[config.mk]
export PLATFORM = sky130hd
export DESIGN_NAME = evt_state_update
export DESIGN_NICKNAME = d
export VERILOG_FILES = /design/src/rtl/evt_state_pkg.sv /design/src/rtl/evt_cfg_decode.sv /design/src/rtl/evt_prio_pick.sv /design/src/rtl/evt_state_reg.sv /design/src/rtl/evt_state_update.sv
export SDC_FILE = /design/constraint.sdc
export NUM_CORES = 1
export LEC_CHECK = 0
export BUFFER_PORTS_ARGS = -buffer_cell sky130_fd_sc_hd__buf_2
export CAP_MARGIN = 20
export CORE_AREA = 4 4 209 211
export CTS_CLUSTER_DIAMETER = 200
export DETAILED_ROUTE_END_ITERATION = 10
export DIE_AREA = 0 0 213 215
export PLACE_DENSITY = 0.33
export SLEW_MARGIN = 25
export SYNTH_ARGS = -nofsm -noshare
export SYNTH_HDL_FRONTEND = slang
export SYNTH_HIERARCHICAL = 1
export SYNTH_SLANG_ARGS = --single-unit
[constraint.sdc]
create_clock -name clk -period 5.9 [get_ports clk]
set_clock_uncertainty 0.15 [all_clocks]
set_input_delay 0.295 -clock clk [delete_from_list [all_inputs] [get_ports clk]]
set_output_delay 0.295 -clock clk [all_outputs]
set_load 0.1 [all_outputs]
[src/rtl/evt_state_pkg.sv]
package evt_state_pkg;
   // Control word layout; field positions are shared with the event decoder.
   localparam int CTRL_W   = 32;
   localparam int SEL_BIT  = 4;
   localparam int LOAD_BIT = 14;
   localparam int VAL_LSB  = 15;
   localparam int VAL_W    = 5;

   typedef enum logic {TGT_LO = 1'b0, TGT_HI = 1'b1} tgt_e;
endpackage

[src/rtl/evt_cfg_decode.sv]
module evt_cfg_decode
   import evt_state_pkg::*;
#(
   parameter int NUM_EVT = 16
) (
   input  logic [NUM_EVT*CTRL_W-1:0] ctrl_i,
   input  logic                      unify_i,
   output logic [NUM_EVT-1:0]        tgt_hi_o,
   output logic [NUM_EVT-1:0]        load_o,
   output logic [NUM_EVT*VAL_W-1:0]  val_o
);
   for (genvar e = 0; e < NUM_EVT; e++) begin : g_evt
      logic [CTRL_W-1:0] word;
      assign word                   = ctrl_i[e*CTRL_W +: CTRL_W];
      assign tgt_hi_o[e]            = word[SEL_BIT] & ~unify_i;
      assign load_o[e]              = word[LOAD_BIT];
      assign val_o[e*VAL_W +: VAL_W] = word[VAL_LSB +: VAL_W];
   end
endmodule

[src/rtl/evt_prio_pick.sv]
module evt_prio_pick
   import evt_state_pkg::*;
#(
   parameter int   NUM_EVT = 16,
   parameter tgt_e TARGET  = TGT_LO
) (
   input  logic [NUM_EVT-1:0]       fire_i,
   input  logic [NUM_EVT-1:0]       tgt_hi_i,
   input  logic [NUM_EVT-1:0]       load_i,
   input  logic [NUM_EVT*VAL_W-1:0] val_i,
   output logic                     hit_o,
   output logic                     load_o,
   output logic [VAL_W-1:0]         val_o
);
   // Ascending scan: a later (higher-numbered) match overrides earlier ones.
   always_comb begin
      hit_o  = 1'b0;
      load_o = 1'b0;
      val_o  = '0;
      for (int e = 0; e < NUM_EVT; e++) begin
         if (fire_i[e] && (tgt_hi_i[e] == logic'(TARGET))) begin
            hit_o  = 1'b1;
            load_o = load_i[e];
            val_o  = val_i[e*VAL_W +: VAL_W];
         end
      end
   end
endmodule

[src/rtl/evt_state_reg.sv]
module evt_state_reg #(
   parameter int W = 5
) (
   input  logic         clk,
   input  logic         rst,
   input  logic         hit_i,
   input  logic         load_i,
   input  logic [W-1:0] val_i,
   output logic [W-1:0] q_o
);
   always_ff @(posedge clk) begin
      if (rst)
         q_o <= '0;
      else if (hit_i)
         q_o <= load_i ? val_i : W'(q_o + val_i);
   end
endmodule

[src/rtl/evt_state_update.sv]
module evt_state_update
   import evt_state_pkg::*;
#(
   parameter int NUM_EVT = 16,
   parameter int STATE_W = 5
) (
   input  logic                      clk,
   input  logic                      rst,
   input  logic                      unify_i,
   input  logic [NUM_EVT-1:0]        fire_i,
   input  logic [NUM_EVT*CTRL_W-1:0] ctrl_i,
   output logic [STATE_W-1:0]        state_lo_o,
   output logic [STATE_W-1:0]        state_hi_o
);
   localparam int NUM_TGT = 2;

   if (NUM_EVT < 1) begin : g_bad_evt
      $error("NUM_EVT must be at least 1");
   end
   if (STATE_W != VAL_W) begin : g_bad_w
      $error("STATE_W must equal the control-word operand width");
   end

   logic [NUM_EVT-1:0]       tgt_hi, load;
   logic [NUM_EVT*VAL_W-1:0] val;

   evt_cfg_decode #(.NUM_EVT(NUM_EVT)) u_dec (
      .ctrl_i  (ctrl_i),
      .unify_i (unify_i),
      .tgt_hi_o(tgt_hi),
      .load_o  (load),
      .val_o   (val)
   );

   logic [NUM_TGT-1:0]       hit, ld;
   logic [NUM_TGT*VAL_W-1:0] v;
   logic [NUM_TGT*STATE_W-1:0] q;

   for (genvar t = 0; t < NUM_TGT; t++) begin : g_tgt
      evt_prio_pick #(.NUM_EVT(NUM_EVT), .TARGET(tgt_e'(t))) u_pick (
         .fire_i  (fire_i),
         .tgt_hi_i(tgt_hi),
         .load_i  (load),
         .val_i   (val),
         .hit_o   (hit[t]),
         .load_o  (ld[t]),
         .val_o   (v[t*VAL_W +: VAL_W])
      );
      evt_state_reg #(.W(STATE_W)) u_reg (
         .clk   (clk),
         .rst   (rst),
         .hit_i (hit[t]),
         .load_i(ld[t]),
         .val_i (v[t*VAL_W +: STATE_W]),
         .q_o   (q[t*STATE_W +: STATE_W])
      );
   end

   assign state_lo_o = q[0 +: STATE_W];
   assign state_hi_o = q[STATE_W +: STATE_W];
endmodule

== After elaboration in Yosys (flattened, before gate mapping) ==
Index checks and enable logic that the tools add are counted.

* Register bits after elaboration: 10
* Output and inout bits: 10
* Logic and storage cells: 167

* $add $sub $neg: 2
* Multiplexer cells: 98
* Bitwise operators: 33
* Reductions and logical operators: 32

{| class="wikitable"
|+ Operator list
! kind !! count
|-
| $mux 5 || 34
|-
| $mux 1 || 64
|-
| $logic_and 1x1->1 || 32
|-
| $not 1->1 || 17
|-
| $and 1x1->1 || 16
|-
| $add 5x5->5 || 2
|}

== Logic depth before layout (Yosys ltp) ==
* Depth in word-level cells: 22
* Depth in mapped cells: 16
* Gate-level depth less buffers: 13

== Hierarchy ==
The synthesis kept the hierarchy.

{| class="wikitable"
|+ By module, submodules not included
! module !! times used !! cells an instance !! area an instance (µm²)
|-
| evt_prio_pick (g_tgt[0].u_pick) || 1 || 185 || 1149.9
|-
| evt_prio_pick (g_tgt[1].u_pick) || 1 || 182 || 1071.0
|-
| evt_state_reg || 2 || 52 || 435.4
|-
| evt_cfg_decode || 1 || 113 || 864.6
|}

== Least setup slack after synthesis ==
Ideal clock, no wire load.

* Path kind: in2reg
* From: input port unify_i
* To: register g_tgt[0].u_reg.q_o[4]
* Arrival: 3.115 ns
* Required time: 5.676 ns
* Slack: 2.561 ns
* Cell stages on the path: 14
* Buffers on the path: 2
* Cell sequence: buf_6 -> nor2b_2 -> nand2b_1 -> buf_2 -> o22ai_1 -> or4_1 -> a41oi_1 -> ha_1 -> inv_1 -> fa_1 -> nand2b_1 -> a21oi_2 -> mux2_4 -> a31oi_2

* Elaborated cells between the ends (all ways): 99
* Classes of those cells: 1 x add/sub; 49 x mux; 33 x bitwise; 16 x reduce/logical

{| class="wikitable"
|+ RTL lines
! item !! line !! text
|-
| from (decl) || evt_state_update.sv:9 || <nowiki>input logic unify_i,</nowiki>
|-
| $not 1->1 || evt_cfg_decode.sv:15 || <nowiki>assign tgt_hi_o[e] = word[SEL_BIT] & ~unify_i;</nowiki>
|-
| $and 1x1->1 || evt_cfg_decode.sv:15 ||
|-
| net tgt_hi[9] || evt_state_update.sv:24 || <nowiki>logic [NUM_EVT-1:0] tgt_hi, load;</nowiki>
|-
| $not 1->1 || evt_prio_pick.sv:21 || <nowiki>if (fire_i[e] && (tgt_hi_i[e] == logic'(TARGET))) begin</nowiki>
|-
| $logic_and 1x1->1 || evt_prio_pick.sv:21 ||
|-
| $mux 5 (7 in series) || evt_prio_pick.sv:21 ||
|-
| net v[0] || evt_state_update.sv:36 || <nowiki>logic [NUM_TGT*VAL_W-1:0] v;</nowiki>
|-
| $add 5x5->5 || evt_state_reg.sv:15 || <nowiki>q_o <= load_i ? val_i : W'(q_o + val_i);</nowiki>
|-
| $mux 5 || evt_state_reg.sv:15 ||
|-
| to (signal assigned) || evt_state_reg.sv:15 ||
|-
| to (decl) || evt_state_reg.sv:9 || <nowiki>output logic [W-1:0] q_o</nowiki>
|}

The timed path passes the listed nets, and every way through them passes these cells.
A chain may end at the register's enable or synchronous reset.

== Worst setup path in the final report ==
* From: input port unify_i
* To: register g_tgt[1].u_reg.q_o[4]

* Elaborated cells between the ends (all ways): 83
* Classes of those cells: 1 x add/sub; 49 x mux; 17 x bitwise; 16 x reduce/logical

{| class="wikitable"
|+ RTL lines
! item !! line
|-
| $not 1->1 || evt_cfg_decode.sv:15
|-
| $and 1x1->1 || evt_cfg_decode.sv:15
|-
| net tgt_hi[11] || evt_state_update.sv:24
|-
| $logic_and 1x1->1 || evt_prio_pick.sv:21
|-
| $mux 5 (5 in series) || evt_prio_pick.sv:21
|-
| net v[5] || evt_state_update.sv:36
|-
| $add 5x5->5 || evt_state_reg.sv:15
|-
| $mux 5 || evt_state_reg.sv:15
|-
| to (signal assigned) || evt_state_reg.sv:15
|-
| to (decl) || evt_state_reg.sv:9
|}

The timed path passes the listed nets, and every way through them passes these cells.

==> metrics.txt <==
Setup crit start=unify_i; layout cells sized above 1=29.6%; core area=41800 µm²; number of global-route vias before repair=4454; Main synth FF type=dfxtp_1; Setup Buffers After CTS=0; initial antenna violation count=18; fmax=about 250 MHz; Largest regs=g_tgt.u_reg/q_o (10); Worst R2R Setup Slack=3.85 ns; Lkg Pwr=about 0.0017 µW; commonest non-fill, non-tap cell in the layout=buf_2; Mapped Nets=1125; GPL Wtd Cong=0.858; commonest cells after routing, fill and taps aside=buf_2 (140), nand2_1 (67), nor2_1 (47); number of clock sinks=10; DIE AREA=about 46000 µm²; wire per inst=about 20 µm; Tightest Pin Transition=0.711 ns; reg2reg path depth=7; Worst setup EP type=flip-flop; Critical Path Fanout Max=16; Min-Delay Path Class=in2reg; grt ovf=0; r2r endpoint=g_tgt[0].u_reg/q_o[4]; initial core utilization=9.47%; max reg flops=10; Biggest register=g_tgt.u_reg/q_o; max-slew violations=0; #FFs+latches synth=10; nets@finish=1153; FILL cells=4912; # rows=75; Post-Synthesis Cell Area=about 4000 µm²; outcome=complete, no violations; I/O Pins=541; largest net degree at the start of global routing=17; Post-Layout Inst Area=around 4600 µm²; largest area contributor in the netlist=buf_4; post-DP HPWL=20400 µm; vias=between 4k and 5k; pwr dens=175 nW/µm²; global-route wire length before repair=31800 µm; Yosys warning total=6; Root Driver=clkbuf_16; Tcrit/Tclk final=67.5%; worst path required time=5.92 ns; non-filler instance count after layout=around 1.2k; Cells after DPL=1146; chip width=roughly 210 µm; dpl cell area=approximately 4500 µm²; iteration count of the initial detailed-routing pass=5; antenna-violating nets left=0; drt total wl=23000 µm; top post-synthesis cells by area=buf_4 (19%), nand2_1 (6.4%), dfxtp_1 (5.1%); clock latency on the worst-skew pair=0.24 ns; Post-synth EDFFs=0; Rel. slew slack=52.5%; clock tree buffer depth=2; DRT iter0 DRCs=447; Post-CTS Resized=0; Yosys cell types=66; R2R Path Start=g_tgt[0].u_reg/q_o[0]; Fin. Hold Viols=0; CP Capture Point=g_tgt[1].u_reg/q_o[4]; sequential fraction of the synthesis area=5.06%; CTS Buf Count=3; htree depth=1; max-capacitance violation count=0; Synth top area share=19.2%; crit path kind=in2reg; peak supply drop=0.0000953 V; CTS tree=yes; final hold slack=around 0.25 ns; Die Span Y=215 µm; Final min period=3.98 ns; Layout area overhead=16.0%; hold_buf cts=0; Post-synth ARST share=0%; RSZ-0062 raised after global routing=no; startpoint class of the critical path=primary input; Worst Hold Launch=rst; setup violators final=0; Vias/cell=3.94; gr usage total=under 10%; Worst-path clk slew=approximately 0.04 ns; Avg Synthesized Cell Area=6.77 µm²; setup_tns=0 ns; # DRC=0; Post-Synthesis Cells=584; Port-buffer cells=140; Total Power=around 800 µW; arrival time worst endpoint=4.00 ns
-- cell usage after synthesis (9+ instances only) --
| library cell | count |
|---|---|
| nand2b_1 | 15 |
| a211oi_1 | 11 |
| o221ai_1 | 9 |
| o22ai_1 | 12 |
| nor2_1 | 47 |
| nor2b_1 | 17 |
| nand3_1 | 35 |
| nor3_1 | 9 |
| a21oi_1 | 25 |
| a22oi_1 | 11 |
| nand2_1 | 67 |
| or3_1 | 11 |
| o21ai_0 | 15 |
| nor4_1 | 10 |
| o211ai_1 | 9 |
| buf_4 | 101 |
| a31oi_1 | 16 |
| dfxtp_1 | 10 |
-- per-stage QoR --
step / setup WS (ns) / utilization (%)
floorplan: 2.56 / -
global placement: 1.61 / 10.7
detailed placement: 1.60 / 10.8
CTS: 1.82 / 11.0
global route: 1.56 / 11.0
finish: 1.92 / 11.0
-- metal layers --
layer	wire length, µm	GRT usage, %	vias up	part of all wire (%)
met5	144	0	-	0.63
met2	10100	14.9	200	44
met3	2220	3.28	39	9.6
met4	353	1.35	22	1.5
li1	-	-	2141	-
met1	10200	13.0	2140	44
-- report_power, final --
part | internal [µW] | leakage [µW] | switching (µW)
sequential | 84.5 | 0.0000832 | 17.3
clock | 102 | 0.0000442 | 35.8
combinational | 181 | 0.00159 | 380
total | 368 | 0.00172 | 433
-- cell families after synthesis --
family	Yosys count	synth area share, %
xor gates and xnor gates	2	0.443
muxes	10	2.78
and+or+nand+nor	264	36.2
buffers and inverters	124	22.4
adders and majority gates	10	3.54
DFF	10	5.06
AOI/OAI and AO/OA	164	29.6
-- area by class of cell --
class | instances | area (µm²) | share of cell area, %
inverters | 6 | 22.5 | 0.491
diodes | 3 | 7.51 | 0.164
flip-flops and latches | 10 | 200 | 4.36
repair buffers | 141 | 708 | 15.4
clock buffers | 4 | 88.8 | 1.94
well taps | 539 | 674 | 14.7
multi-input cells | 450 | 2890 | 62.9
-- worst max-delay path: stages --
cell and delay, ns:
buf_2 0.40, nor2b_2 0.13, nand2_1 0.33, nand3_1 0.34, nor4_1 0.32, o21ai_0 0.21, a41oi_1 0.40, ha_1 0.24
inv_1 0.05, fa_1 0.39, nand2b_1 0.18, a21oi_2 0.21, mux2_4 0.32, a31oi_2 0.15
-- worst min-delay path by stage --
stage | depth (start not counted) | to
5_1_grt | 2 | g_tgt[1].u_reg/q_o[2]
3_3_place_gp | 2 | g_tgt[1].u_reg/q_o[0]
2_1_floorplan | 1 | g_tgt[0].u_reg/q_o[4]
6_report | 2 | g_tgt[1].u_reg/q_o[1]
4_1_cts | 2 | g_tgt[1].u_reg/q_o[1]
3_5_place_dp | 2 | g_tgt[0].u_reg/q_o[0]
Power figures use the tool's default switching activity.
